`config.mk`:
```
export PLATFORM = sky130hd
export DESIGN_NAME = twi_byte_seq
export DESIGN_NICKNAME = d
export VERILOG_FILES = /design/src/rtl/twi_seq_pkg.sv /design/src/rtl/twi_seq_buf.sv /design/src/rtl/twi_seq_fsm.sv /design/src/rtl/twi_byte_seq.sv
export SDC_FILE = /design/constraint.sdc
export NUM_CORES = 1
export LEC_CHECK = 0
export BUFFER_PORTS_ARGS = -buffer_cell sky130_fd_sc_hd__clkbuf_2
export CAP_MARGIN = 20
export CORE_MARGIN = 2
export CORE_UTILIZATION = 35
export DETAILED_ROUTE_END_ITERATION = 16
export GPL_TIMING_DRIVEN = 0
export PLACE_DENSITY_LB_ADDON = 0.1
export SLEW_MARGIN = 5
export SYNTH_ARGS = -nofsm -noshare
export SYNTH_HDL_FRONTEND = slang
export SYNTH_SLANG_ARGS = --single-unit
```
`constraint.sdc`:
```
create_clock -name clk -period 4 [get_ports clk]
set_input_delay 0.8 -clock clk [delete_from_list [all_inputs] [get_ports clk]]
set_output_delay 0.8 -clock clk [all_outputs]
set_load 0.05 [all_outputs]
```
`src/rtl/twi_seq_pkg.sv`:
```
package twi_seq_pkg;
  typedef enum logic [1:0] {OP_START, OP_SEND, OP_RECV, OP_STOP} bus_op_e;
  typedef enum logic [1:0] {S_IDLE, S_EVAL, S_CMD, S_WAIT} seq_st_e;
  localparam int B_EN   = 15;
  localparam int B_SWAP = 14;
  localparam int B_MST  = 10;
  localparam int B_TRX  = 9;
  localparam int B_RM   = 2;
  localparam int B_STP  = 1;
  localparam int B_STT  = 0;
  localparam logic [15:0] CTL_KEEP = 16'hCF87;
endpackage

```
`src/rtl/twi_seq_buf.sv`:
```
module twi_seq_buf #(
  parameter int DEPTH = 4
) (
  input  logic                          clk,
  input  logic                          rst_n,
  input  logic                          swap,
  input  logic                          push16,
  input  logic                          push8,
  input  logic [15:0]                   wdata,
  input  logic                          take,
  input  logic                          put,
  input  logic [7:0]                    put_byte,
  input  logic                          pop,
  output logic [$clog2(DEPTH+1)-1:0]    lvl,
  output logic [7:0]                    head_byte,
  output logic [15:0]                   rd_data
);
  localparam int LW = $clog2(DEPTH + 1);
  localparam int BW = DEPTH * 8;

  logic [BW-1:0] data, d_n;
  logic [LW-1:0] l_n;
  logic [7:0]    first_b, second_b, b0, b1;

  assign first_b  = swap ? wdata[15:8] : wdata[7:0];
  assign second_b = swap ? wdata[7:0]  : wdata[15:8];

  always_comb begin
    d_n = data;
    l_n = lvl;
    if (push16) begin
      d_n = {data[BW-17:0], first_b, second_b};
      l_n = lvl + LW'(2);
    end else if (push8) begin
      d_n = {data[BW-9:0], wdata[7:0]};
      l_n = lvl + LW'(1);
    end else if (take) begin
      l_n = lvl - LW'(1);
    end else if (put) begin
      for (int i = 0; i < DEPTH; i++)
        if (lvl == LW'(i)) d_n[8*i +: 8] = put_byte;
      l_n = lvl + LW'(1);
    end else if (pop) begin
      d_n = data >> 16;
      l_n = (lvl >= LW'(2)) ? lvl - LW'(2) : '0;
    end
  end

  always_ff @(posedge clk or negedge rst_n) begin
    if (!rst_n) begin
      data <= '0;
      lvl  <= '0;
    end else begin
      data <= d_n;
      lvl  <= l_n;
    end
  end

  always_comb begin
    head_byte = '0;
    for (int i = 0; i < DEPTH; i++)
      if (lvl == LW'(i + 1)) head_byte = data[8*i +: 8];
  end

  assign b0 = (lvl >= LW'(1)) ? data[7:0]  : 8'h00;
  assign b1 = (lvl >= LW'(2)) ? data[15:8] : 8'h00;
  assign rd_data = swap ? {b0, b1} : {b1, b0};


  lvl_bound_chk: assert property (@(posedge clk) disable iff (!rst_n)
    lvl <= LW'(DEPTH));

  push_room_chk: assert property (@(posedge clk) disable iff (!rst_n)
    push16 |-> lvl <= LW'(DEPTH - 2));
endmodule

```
`src/rtl/twi_seq_fsm.sv`:
```
module twi_seq_fsm
  import twi_seq_pkg::*;
#(
  parameter int CNT_W  = 16,
  parameter int ADDR_W = 10,
  parameter int DEPTH  = 4
) (
  input  logic                       clk,
  input  logic                       rst_n,
  input  logic                       ctl_wr,
  input  logic [15:0]                ctl_wdata,
  input  logic                       cnt_wr,
  input  logic [CNT_W-1:0]           cnt_wdata,
  input  logic                       sa_wr,
  input  logic [ADDR_W-1:0]          sa_wdata,
  input  logic                       wr_fire,
  input  logic                       rd_fire,
  input  logic [$clog2(DEPTH+1)-1:0] lvl,
  input  logic [7:0]                 head_byte,
  output logic                       take,
  output logic                       put,
  input  logic [2:0]                 flag_clr,
  output logic                       cmd_valid,
  input  logic                       cmd_ready,
  output logic [1:0]                 cmd_op,
  output logic [ADDR_W-1:0]          cmd_addr,
  output logic                       cmd_rnw,
  output logic [7:0]                 cmd_byte,
  input  logic                       done,
  input  logic                       done_ack,
  output logic [15:0]                ctl_q,
  output logic [CNT_W-1:0]           cnt_q,
  output logic                       idle,
  output logic                       swap,
  output logic                       xrdy,
  output logic                       rrdy,
  output logic                       ardy,
  output logic                       nack,
  output logic                       rd_err
);
  localparam int LW = $clog2(DEPTH + 1);

  seq_st_e           st;
  bus_op_e           op;
  logic [15:0]       ctl;
  logic [CNT_W-1:0]  cnt_prog, cnt_cur;
  logic [ADDR_W-1:0] saddr;
  logic [7:0]        byte_q;
  logic              active, last_ack;
  logic              has_cnt, has_data, has_room, rm;

  assign has_cnt  = cnt_cur != '0;
  assign has_data = lvl != '0;
  assign has_room = lvl < LW'(DEPTH);
  assign rm       = ctl[B_RM];

  always_ff @(posedge clk or negedge rst_n) begin
    if (!rst_n) begin
      st <= S_IDLE;  op <= OP_START;  ctl <= '0;
      cnt_prog <= '0;  cnt_cur <= '0;  saddr <= '0;  byte_q <= '0;
      active <= 1'b0;  last_ack <= 1'b0;
      xrdy <= 1'b0;  rrdy <= 1'b0;  ardy <= 1'b0;  nack <= 1'b0;  rd_err <= 1'b0;
    end else begin
      if (flag_clr[0]) ardy   <= 1'b0;
      if (flag_clr[1]) nack   <= 1'b0;
      if (flag_clr[2]) rd_err <= 1'b0;
      case (st)
        S_IDLE: begin
          if (cnt_wr) cnt_prog <= cnt_wdata;
          if (sa_wr)  saddr    <= sa_wdata;
          if (ctl_wr) begin
            ctl <= ctl_wdata & CTL_KEEP;
            if (ctl_wdata[B_EN] && ctl_wdata[B_STT]) begin
              cnt_cur <= cnt_prog;
              op      <= OP_START;
              st      <= S_CMD;
            end else if (active) st <= S_EVAL;
          end else if (wr_fire) begin
            xrdy <= 1'b0;
            if (active) st <= S_EVAL;
          end else if (rd_fire) begin
            rrdy <= 1'b0;
            if (!has_data) rd_err <= 1'b1;
            else if (active) st <= S_EVAL;
          end
        end
        S_EVAL: begin
          st <= S_IDLE;
          if (rm) begin
            if (ctl[B_STP]) begin
              op <= OP_STOP;  st <= S_CMD;
            end else if (ctl[B_TRX]) begin
              if (has_data && last_ack) begin
                op <= OP_SEND;  byte_q <= head_byte;  st <= S_CMD;
              end else xrdy <= 1'b1;
            end else if (has_room) begin
              op <= OP_RECV;  st <= S_CMD;
            end else rrdy <= has_data;
          end else if (ctl[B_TRX]) begin
            if (last_ack && has_cnt && has_data) begin
              op <= OP_SEND;  byte_q <= head_byte;  st <= S_CMD;
            end else begin
              xrdy <= last_ack && has_cnt;
              if (!has_cnt) begin
                ardy <= 1'b1;  ctl[B_MST] <= 1'b0;
              end
              if (ctl[B_STP] && (!has_cnt || !last_ack)) begin
                op <= OP_STOP;  st <= S_CMD;
              end
            end
          end else begin
            if (has_cnt && has_room) begin
              op <= OP_RECV;  st <= S_CMD;
            end else begin
              rrdy <= has_data;
              if (!has_cnt) begin
                ardy <= 1'b1;  ctl[B_MST] <= 1'b0;
                if (ctl[B_STP]) begin
                  op <= OP_STOP;  st <= S_CMD;
                end
              end
            end
          end
        end
        S_CMD: if (cmd_ready) st <= S_WAIT;
        S_WAIT: if (done) begin
          case (op)
            OP_START: begin
              ctl[B_STT] <= 1'b0;
              if (done_ack) begin
                active <= 1'b1;  last_ack <= 1'b1;  st <= S_EVAL;
              end else begin
                nack <= 1'b1;  ctl[B_MST] <= 1'b0;  active <= 1'b0;  st <= S_IDLE;
              end
            end
            OP_SEND: begin
              last_ack <= done_ack;
              if (!done_ack) nack <= 1'b1;
              if (!rm) cnt_cur <= cnt_cur - CNT_W'(1);
              st <= S_EVAL;
            end
            OP_RECV: begin
              if (!rm) begin
                cnt_cur <= cnt_cur - CNT_W'(1);
                st <= S_EVAL;
              end else begin
                rrdy <= 1'b1;  st <= S_IDLE;
              end
            end
            default: begin
              active <= 1'b0;  ctl[B_STP] <= 1'b0;  cnt_cur <= cnt_prog;  st <= S_IDLE;
            end
          endcase
        end
        default: st <= S_IDLE;
      endcase
    end
  end

  assign idle      = st == S_IDLE;
  assign cmd_valid = st == S_CMD;
  assign cmd_op    = op;
  assign cmd_addr  = saddr;
  assign cmd_rnw   = ~ctl[B_TRX];
  assign cmd_byte  = byte_q;
  assign take      = (st == S_CMD) && cmd_ready && (op == OP_SEND);
  assign put       = (st == S_WAIT) && done && (op == OP_RECV);
  assign ctl_q     = ctl;
  assign cnt_q     = cnt_cur;
  assign swap      = ctl[B_SWAP];


  cmd_hold_chk: assert property (@(posedge clk) disable iff (!rst_n)
    (cmd_valid && !cmd_ready) |=> (cmd_valid && $stable(cmd_op) && $stable(cmd_byte)));

  cnt_step_chk: assert property (@(posedge clk) disable iff (!rst_n)
    (st == S_WAIT && done && op == OP_SEND && !rm) |=> cnt_cur == $past(cnt_cur) - CNT_W'(1));

  ardy_zero_chk: assert property (@(posedge clk) disable iff (!rst_n)
    $rose(ardy) |-> cnt_cur == '0);

  rm_cnt_chk: assert property (@(posedge clk) disable iff (!rst_n)
    (st == S_WAIT && done && (op == OP_SEND || op == OP_RECV) && rm) |=> $stable(cnt_cur));

  err_sticky_chk: assert property (@(posedge clk) disable iff (!rst_n)
    (rd_err && !flag_clr[2]) |=> rd_err);
endmodule

```
`src/rtl/twi_byte_seq.sv`:
```
module twi_byte_seq #(
  parameter int CNT_W  = 16,
  parameter int ADDR_W = 10,
  parameter int DEPTH  = 4
) (
  input  logic              clk,
  input  logic              rst_n,
  input  logic              ctl_wr,
  input  logic [15:0]       ctl_wdata,
  input  logic              cnt_wr,
  input  logic [CNT_W-1:0]  cnt_wdata,
  input  logic              sa_wr,
  input  logic [ADDR_W-1:0] sa_wdata,
  input  logic              wdat_valid,
  output logic              wdat_ready,
  input  logic [15:0]       wdat_data,
  input  logic              wdat_byte,
  input  logic              rdat_valid,
  output logic              rdat_ready,
  output logic [15:0]       rdat_data,
  input  logic [2:0]        flag_clr,
  output logic [15:0]       ctl_q,
  output logic [CNT_W-1:0]  cnt_q,
  output logic              host_idle,
  output logic              xrdy,
  output logic              rrdy,
  output logic              ardy,
  output logic              nack,
  output logic              rd_err,
  output logic              cmd_valid,
  input  logic              cmd_ready,
  output logic [1:0]        cmd_op,
  output logic [ADDR_W-1:0] cmd_addr,
  output logic              cmd_rnw,
  output logic [7:0]        cmd_byte,
  input  logic              done,
  input  logic              done_ack,
  input  logic [7:0]        done_byte
);
  localparam int LW = $clog2(DEPTH + 1);

  logic [LW-1:0] lvl;
  logic [7:0]    head_byte;
  logic          take, put, swap, wr_fire, rd_fire;

  assign wdat_ready = host_idle && (lvl <= LW'(DEPTH - 2));
  assign wr_fire    = wdat_valid && wdat_ready;
  assign rdat_ready = host_idle;
  assign rd_fire    = rdat_valid && host_idle;

  twi_seq_buf #(.DEPTH(DEPTH)) u_buf (
    .clk(clk), .rst_n(rst_n), .swap(swap),
    .push16(wr_fire && !wdat_byte), .push8(wr_fire && wdat_byte),
    .wdata(wdat_data), .take(take), .put(put), .put_byte(done_byte),
    .pop(rd_fire && (lvl != '0)), .lvl(lvl), .head_byte(head_byte),
    .rd_data(rdat_data)
  );

  twi_seq_fsm #(.CNT_W(CNT_W), .ADDR_W(ADDR_W), .DEPTH(DEPTH)) u_fsm (
    .clk(clk), .rst_n(rst_n),
    .ctl_wr(ctl_wr), .ctl_wdata(ctl_wdata),
    .cnt_wr(cnt_wr), .cnt_wdata(cnt_wdata),
    .sa_wr(sa_wr), .sa_wdata(sa_wdata),
    .wr_fire(wr_fire), .rd_fire(rd_fire),
    .lvl(lvl), .head_byte(head_byte), .take(take), .put(put),
    .flag_clr(flag_clr),
    .cmd_valid(cmd_valid), .cmd_ready(cmd_ready), .cmd_op(cmd_op),
    .cmd_addr(cmd_addr), .cmd_rnw(cmd_rnw), .cmd_byte(cmd_byte),
    .done(done), .done_ack(done_ack),
    .ctl_q(ctl_q), .cnt_q(cnt_q), .idle(host_idle), .swap(swap),
    .xrdy(xrdy), .rrdy(rrdy), .ardy(ardy), .nack(nack), .rd_err(rd_err)
  );
endmodule

```
==> Word level (Yosys, flattened, before mapping) <==
Index checks and enable logic that the tools add are counted.
{ "totals": {"register_bits": 106, "wordCells": 266} }
{ "op_classes": {"add_sub_neg": 5, "magnitude_cmp": 4, "eq_ne": 49, "muxes": 131, "bitwise": 2, "n_reduce_logical": 53} }
{ "op_table": {"columns": ["operator", "count"], "rows": [
  ["32-bit two-way mux", 5],
  ["8-bit two-way mux", 18],
  ["16-bit two-way mux", 5],
  ["2-bit two-way mux", 33],
  ["16-bit case mux with 2 select lines", 2],
  ["1-bit two-way mux", 52],
  ["2-bit inequality test (second input constant)", 14],
  ["3-bit two-way mux", 6],
  ["1-bit logical AND", 16],
  ["4-bit by 1-bit inequality test with 1-bit output (second input constant)", 4],
  ["4-bit AND reduction", 4],
  ["8-bit AND reduction", 2],
  ["16-bit nonzero test", 1],
  ["16-bit by 1-bit subtractor with 16-bit output (second input constant)", 1],
  ["3-bit inequality test (second input constant)", 5],
  ["3-bit AND reduction", 5],
  ["2-bit by 1-bit inequality test with 1-bit output (second input constant)", 6],
  ["11-bit two-way mux", 1],
  ["11-bit AND reduction", 1],
  ["5-bit inequality test (second input constant)", 2],
  ["3-bit by 2-bit inequality test with 1-bit output (second input constant)", 3],
  ["4-bit by 2-bit inequality test with 1-bit output (second input constant)", 2],
  ["2-bit case mux with 2 select lines", 2],
  ["2-bit case mux with 4 select lines", 1],
  ["35 further kinds", 53]
]} }

==> Depth between registers and ports, before layout <==
Gate-level depths: netlist of run 1.
{ "logic_depth": {"ltp_word": 9, "depth_mapped": 10, "mapped_depth_nobuf": 8} }

==> By module <==
A second synthesis of run 1 with hierarchy kept.
{ "hier_totals": {"hier_cells": 767, "area_unflattened_um2": 6930.4} }
{ "modules_own_cells": {"columns": ["mod", "instances", "cells_per_inst", "area_per_inst_um2"], "rows": [
  ["twi_seq_fsm", 1, 361, 3803.6],
  ["twi_seq_buf", 1, 396, 3046.7],
  ["twi_byte_seq", 1, 10, 80.1]
]} }

==> Worst setup path before layout of run 1 <==
Ideal clock, no wire load.
{ "synth_path": {"kind": "reg2out", "from": "register u_buf.lvl[2]", "to": "output port rdat_data[13]", "arrival_ns": 2.767, "slack_ns": 0.433, "path_stages_with_launch": 10, "path_cell_list": "dfrtp_1 -> buf_4 -> inv_1 -> ha_1 -> nor2b_1 -> nand2b_1 -> clkbuf_1 -> buf_1 -> nand2_1 -> o21ai_0"} }
{ "synth_between": {"elab_chain_cells": 3, "elab_cells_between_ends": 5, "classes_between": "order compare (2); mux (3)"} }
{ "synth_rtl": {"columns": ["item", "line", "source"], "rows": [
  ["from (decl)", "twi_seq_buf.sv:14", "output logic [$clog2(DEPTH+1)-1:0] lvl,"],
  ["from (signal assigned)", "twi_seq_buf.sv:55", "lvl <= l_n;"],
  ["3-bit by 2-bit >= comparator with 1-bit output / 3-bit by 1-bit >= comparator with 1-bit output (equally long branches)", "twi_seq_buf.sv:66, twi_seq_buf.sv:65", null],
  ["8-bit two-way mux (on tied branches)", "twi_seq_buf.sv:66, twi_seq_buf.sv:65", null],
  ["16-bit two-way mux *", "twi_seq_buf.sv:67", "assign rd_data = swap ? {b0, b1} : {b1, b0};"],
  ["to (decl)", "twi_byte_seq.sv:20", "output logic [15:0] rdat_data,"]
]} }
Mark *: on every way between the ends. The rest lies on a longest branch, timed or not.

==> Final worst setup path of run 1 <==
{ "layout_path": {"from": "register u_buf.lvl[2]", "to": "output port rdat_data[14]"} }
The elaborated chain is that of the path after synthesis.

==> key figures, run 1 <==
Outcome
  – Status: finished, final reports clean

Final layout
  – Diode count: 0
  – Most frequent cells in the layout: clkbuf_2 (143), dfrtp_1 (106), nand2_1 (90), o21ai_0 (71), a21oi_1 (65)
  – Layout area overhead: 20.73%
  – Share of cells above drive strength 1: 28.87%
  – Leading cell type in the layout, fill and taps excluded: clkbuf_2
  – Final #Nets: 992
  – Layout Cells excl Fill: 1133

Clocking
  – Clock Tree Buf Depth: 2
  – Clk sink count: 106
  – Setup repair bufs after CTS: 0
  – CTS resizes: 0
  – Clk Latency, worst-skew pair: 0.36 ns
  – Reg clk slew, reported paths: 0.07 ns
  – Htree depth: 3
  – CTS tree: built
  – Hold-fix buffer count after cts: 0
  – CTS Root Cell: clkbuf_16
  – CTS buffer count: 9

STA
  – Final clock skew: 0.01033 ns
  – F_max: 0.2704 GHz
  – Worst slew pin tran: 0.7005 ns
  – Slew Limit Headroom: 52.99%
  – Final setup violation count: 0
  – Final setup margin: 0.3014 ns
  – RSZ-0062 raised after global routing: no
  – Period utilization: 92.46%
  – Tmin final: 3.699 ns
  – Hold Fails Final Rpt: 0
  – Final-report max-slew violation count: 0
  – Post-Route Setup TNS: 0 ns

Worst setup path
  – Critical setup path kind: reg -> out
  – Critical Path Sink Type: output pin
  – CP required: 3.20 ns
  – Startpoint Class: flop
  – Reg-to-reg endpoint: u_buf.data[15]
  – Reg-to-reg startpoint: u_buf.lvl[2]
  – Setup crit start: u_buf.lvl[2]
  – Worst reg2reg setup slack: 1.11 ns
  – Reg2reg path depth: 10
  – Worst Path Max Fanout: 10
  – Crit path arrival time: 2.90 ns

Route
  – # DRC: 0
  – Routed length per instance: 18.02 microns
  – Routed vias/inst: 5.367
  – DR pass1 iterations: 5
  – Wirelength, routed: 20420 microns
  – Via total after detailed routing: 6081
  – Post-route ant nets: 0
  – Initial detailed-routing violation count: 573

Die
  – Die width: 140.7 microns
  – I/O pin count: 158
  – Core Region: 18150 sq um
  – Vert. Die Dim: 140.7 microns
  – Initial Utilization: 36.02%
  – Die area: 19780 sq um
  – Row count: 49

Place
  – I/O Buffers: 144
  – Detail Placement HPWL: 15270 microns
  – Placer Congestion: 0.8464
  – Placed insts: 1118
  – Setup WS pre-CTS: 0.6036 ns

Synthesis
  – Cell Area, Synth: 6536 sq um
  – EDFF count, synth: 0
  – Asr flop ratio synth: 100.0%
  – Yosys warns: 0
  – Top FF cell, synth: dfrtp_1
  – Syn Area/Cell: 8.845 sq um
  – Netlist cell types: 59
  – Sequential-to-total area share from yosys stat: 40.58%
  – Post-Synthesis Cells: 739
  – Synth Register Bits: 106

Power
  – Sw Share: 52.82%
  – Flop pwr share: 28.3%
  – Logic pwr share: 58.1%
  – PwrDens: 859.1 nW/um^2
  – Leakage: 3.594 nW
  – P_sw: 0.003581 W
  – Clock power share: 13.6%
  – Worst VDD drop: 0.3582 mV
  – Internal: 0.003199 W

Global route
  – Vias in the first global route: 5899
  – Most Crowded Layer GR: met2
  – Total grt overflow: 0
  – First-pass GRT wire length: 32570 microns
  – Largest net degree at the start of global routing: 73
  – Antenna violations before repair: 0
  – GR Util All Layers: 20.66%
  – Met2 usage: 33.48%
  – Met3 track demand over resource: 2.819%
  – Met1 GRT Util: 28.50%

Run
  – MaxCap Viol Count: 0

Hold path
  – Hold Path Class: in -> async
## critical path, cell delays in order (launching register included)
cell      delay [ns]
dfrtp_1         0.36
buf_4           0.17
inv_1           0.17
ha_1            0.22
nor2b_1         0.18
nand2b_1        0.45
buf_1           0.43
nand2_1         0.09
o21ai_0         0.16
clkbuf_2        0.31
## through the flow
step	utilization [%]	power [W]	cell area (sq um)	hold slack, ns
2_1_floorplan	-	0.004820	6555	0.4627
3_3_place_gp	41.67	0.005857	7562	0.4833
3_5_place_dp	41.87	0.005871	7599	0.4948
4_1_cts	43.51	0.006811	7895	0.3530
5_1_grt	43.48	0.007250	7891	0.3645
6_report	43.48	0.006779	7891	0.3478
## cell usage after synthesis (5+ instances only)
library cell    n  area, sq um
dfrtp_1       106         2653
mux2i_1        14        140.1
inv_1          22        82.58
a211oi_1       11        82.58
nor3_1         11        55.05
o21ai_0        71        355.3
nor2b_1        11        68.82
buf_2          14        70.07
a31oi_1         9        56.30
nand2b_1       13        81.33
ha_1           13        162.7
buf_1           7        26.28
nand3_1        30        150.1
clkbuf_1       26        97.59
nand2_1        90        337.8
buf_4          12        90.09
o31ai_1        12        90.09
a21oi_1        65        325.3
mux2_2         58        653.1
a221oi_1       13        113.9
and3_1          5        31.28
and2_1         14        87.58
nor2_1         44        165.2
o22ai_1         9        56.30
## state kept, by name (all words and copies together) (netlist names)
register and count:
u_fsm.xrdy 1, u_fsm.rd_err 1, u_fsm.last_ack 1, u_fsm.rrdy 1
u_fsm.cmd_op 2, u_fsm.cnt_q 16, u_fsm.cmd_addr 10, u_buf.data 32
u_fsm.active 1, u_fsm.ctl_q 10, u_fsm.ardy 1, u_fsm.cnt_prog 16
u_fsm.st 2, u_buf.lvl 3, u_fsm.nack 1, u_fsm.cmd_byte 8
## routing by layer
| metal | vias to the layer above | share of wire (%) |
|---|---|---|
| met2 | 218 | 47 |
| met3 | 29 | 5.2 |
| met4 | 0 | 2.2 |
| met1 | 2862 | 46 |
| li1 | 2972 | - |
| met5 | - | 0 |
## cells by family after synthesis
family	share of synthesized area, %
multiplexers	12.14
flip-flops	40.58
XOR/XNOR	0.1340
other	0.05737
AND/OR/NAND/NOR	17.25
adder cells (fa/ha/maj)	2.489
buffers and inverters	5.781
AO/OA/AOI/OAI	21.57
## power by group through the flow
| stage | clock (W) | combinational [W] | sequential, W |
|---|---|---|---|
| final | 0.000921 | 0.00394 | 0.00192 |
| after global routing | 0.000991 | 0.00427 | 0.00199 |
| after CTS | 0.000946 | 0.00395 | 0.00192 |
| after detailed placement | 0 | 0.00394 | 0.00193 |
| after global placement | 0 | 0.00392 | 0.00193 |
| after floorplan | 0 | 0.00227 | 0.00255 |
## worst max path at each step
stage	slack, ns	end
5_1_grt	0.05	rdat_data[0]
3_5_place_dp	0.60	rdat_data[14]
6_report	0.30	rdat_data[14]
2_1_floorplan	0.43	rdat_data[13]
3_3_place_gp	0.43	u_buf.data[5]
4_1_cts	0.20	rdat_data[13]
## cell type report
type	instances	area, sq um
Timing Repair Buffer	145	757.0
Fill cell	1885	10260
Multi-Input combinational cell	556	3525
Tap cell	229	286.5
Buffer	59	291.5
Clock buffer	11	232.7
Inverter	22	82.58
Sequential cell	106	2653
Clock inverter	5	63.81
Power figures use the tool's default switching activity.
==> run 2: changes to the inputs <==
--- a/config.mk
+++ b/config.mk
@@ -5,13 +5,15 @@
 export SDC_FILE = /design/constraint.sdc
 export NUM_CORES = 1
 export LEC_CHECK = 0
+export ABC_AREA = 1
 export BUFFER_PORTS_ARGS = -buffer_cell sky130_fd_sc_hd__clkbuf_2
 export CAP_MARGIN = 20
 export CORE_MARGIN = 2
 export CORE_UTILIZATION = 35
 export DETAILED_ROUTE_END_ITERATION = 16
 export GPL_TIMING_DRIVEN = 0
-export PLACE_DENSITY_LB_ADDON = 0.1
+export MAX_ROUTING_LAYER = met4
+export PLACE_DENSITY = 0.62
 export SLEW_MARGIN = 5
 export SYNTH_ARGS = -nofsm -noshare
 export SYNTH_HDL_FRONTEND = slang
==> key figures, run 2 <==
Outcome
  – Status: finished, final reports clean

Synthesis
  – Synth top area cells: dfrtp_1 (40%), nand2_1 (14%), o21ai_0 (5.2%), nand3_1 (5.0%), inv_1 (4.4%)
  – Syn Area/Cell: 7.361 sq um
  – Top post-synthesis cells by count: nand2_1 (253), dfrtp_1 (106), inv_1 (78)
  – Cell Area, Synth: 6669 sq um
  – Area share of the largest cell type after synthesis: 39.77%
  – Yosys warns: 0
  – Top FF cell, synth: dfrtp_1
  – Asr flop ratio synth: 100.0%
  – Cell with the most instances after synthesis: nand2_1
  – Cell taking the most area after synthesis: dfrtp_1
  – Netlist cell types: 45
  – EDFF count, synth: 0
  – Post-Synthesis Cells: 906
  – Synth Register Bits: 106
  – Sequential-to-total area share from yosys stat: 39.77%

STA
  – Final-report max-slew violation count: 0
  – Tmin final: 3.508 ns
  – Slew Limit Headroom: 61.11%
  – F_max: 0.2851 GHz
  – Minimum hold slack: 0.3497 ns
  – Final clock skew: 0.01343 ns
  – Final setup margin: 0.4921 ns
  – Hold Fails Final Rpt: 0
  – RSZ-0062 raised after global routing: no
  – Final setup violation count: 0
  – Post-Route Setup TNS: 0 ns
  – Period utilization: 87.70%
  – Worst slew pin tran: 0.5827 ns

Worst setup path
  – Critical setup path kind: reg -> out
  – Critical Path Max Stage Delay: 0.45 ns
  – Worst Path Max Fanout: 10
  – Slowest CP cell: dfrtp_1
  – Startpoint Class: flop
  – Crit path arrival time: 2.71 ns
  – CP required: 3.20 ns
  – Cell repeated most along the worst path: inv_1
  – CP Cell Sequence: inv_1, ha_1, inv_1, nor2_2, inv_1, nand3_1, nand2_1, o21ai_0, clkbuf_2
  – Critical Path Sink Type: output pin

Final layout
  – Layout area overhead: 20.71%
  – Reg with most FFs: u_buf.data
  – Fill cell count: 1922
  – Final #Nets: 1161
  – Most frequent cells in the layout: nand2_1 (253), clkbuf_2 (144), dfrtp_1 (106), inv_1 (78), nor2_1 (74)
  – Design area: 8050 sq um
  – Diode count: 0
  – Max reg flops: 32
  – Leading cell type in the layout, fill and taps excluded: nand2_1
  – Share of cells above drive strength 1: 22.93%

Clocking
  – Clock Tree Buf Depth: 2
  – CTS tree: built
  – CTS resizes: 0
  – Reg clk slew, reported paths: 0.08 ns
  – Setup repair bufs after CTS: 0
  – Hold-fix buffer count after cts: 0
  – Clk sink count: 106
  – CTS buffer count: 9
  – Clk Latency, worst-skew pair: 0.37 ns
  – CTS Root Cell: clkbuf_16
  – Htree depth: 3

Power
  – Final Power: 0.007297 W
  – Leakage: 4.087 nW
  – PwrDens: 906.4 nW/um^2
  – Worst VDD drop: 0.5202 mV

Global route
  – Vias in the first global route: 6135
  – First-pass GRT wire length: 33310 microns
  – Total grt overflow: 0
  – Antenna violations before repair: 0
  – Largest net degree at the start of global routing: 68
  – GR Util All Layers: 21.48%

Die
  – I/O pin count: 158
  – Vert. Die Dim: 142.0 microns
  – Die area: 20170 sq um
  – Row count: 50
  – Initial Utilization: 35.65%
  – Core Region: 18710 sq um
  – Die width: 142.0 microns

Place
  – Setup WS pre-CTS: 0.8940 ns
  – Placer Congestion: 0.9168
  – Post-DP Area: 7742 sq um
  – Detail Placement HPWL: 15980 microns
  – I/O Buffers: 145

Route
  – Routed length per instance: 15.84 microns
  – Via total after detailed routing: 6608
  – Routed vias/inst: 5.056
  – Post-route ant nets: 0
  – Initial detailed-routing violation count: 556
  – DR pass1 iterations: 5
  – # DRC: 0
  – Wirelength, routed: 20710 microns

Hold path
  – Hold Path Class: in -> async

Run
  – MaxCap Viol Count: 0
-- run 2: cell count changes after synthesis, sizes merged, moves of 12 or more --
cell / delta
a21oi: -13
nor2: +36
mux2: -36
nand2b: -13
inv: +70
nand2: +171
o211ai: +17
clkbuf: -16
and2: -15
mux2i: -12
nand3: +37
a221oi: -12
o21ai: +22
-- run 2: path summary, 6_finish.rpt --
kind,start,to,slack (ns),depth (start not counted)
max,u_buf.lvl[1],rdat_data[8],0.49,9
min,rst_n,u_fsm.cnt_q[2],0.35,1
max reg2reg,u_buf.lvl[2],u_buf.data[28],1.59,11
min reg2reg,u_fsm.xrdy,u_fsm.xrdy,0.48,2
max in group asynchronous,rst_n,u_buf.data[22],3.00,2
min in group clk,u_fsm.xrdy,u_fsm.xrdy,0.48,2
-- run 2: metal layers --
layer  vias to the layer above  track usage, %  share of wire, %
met5                         -               -                 0
met4                         0           4.947               1.0
met3                        15           3.163               6.1
met2                       234           31.86                44
met1                      3051           31.03                49
li1                       3308               -                 -
-- run 2: report_power, final --
group,switching [W],leakage [nW],internal [W]
clock network,0.000458,0.152,0.000503
logic,0.00315,2.62,0.00119
registers,0.000431,1.31,0.00156
total,0.00404,4.09,0.00325
-- run 2: cell families after synthesis --
| logic type | share of synthesized area, % |
|---|---|
| AO/OA/AOI/OAI | 16.81 |
| XOR/XNOR | 0.9193 |
| AND/OR/NAND/NOR | 27.37 |
| other | 0.05623 |
| flip-flops | 39.77 |
| buffers and inverters | 8.612 |
| multiplexers | 4.015 |
| adder cells (fa/ha/maj) | 2.439 |
-- run 2: per-stage QoR --
step	utilization (%)	instances
2_1_floorplan	-	911
3_3_place_gp	41.20	1290
3_5_place_dp	41.39	1291
4_1_cts	43.04	1307
5_1_grt	43.04	1307
6_report	43.04	1307
-- run 2: critical path: cells and delay by family (launching register included) --
family | cells | cell delay, ns
compound gates | 1 | 0.24
fa+ha+maj | 1 | 0.17
buf+inv | 4 | 0.63
flops | 1 | 0.45
simple gates | 3 | 0.83
-- run 2: area by class of cell --
type                       count  area, sq um  share of cell area (%)
buffer                        38        217.7                   2.704
clock inverter                 6        78.83                  0.9792
inverter                      95        356.6                   4.430
sequential                   106         2653                   32.95
timing repair buffer         146        762.0                   9.465
clock buffer                  10        229.0                   2.844
multi-input combinational    672         3461                   42.99
tap                          234        292.8                   3.637
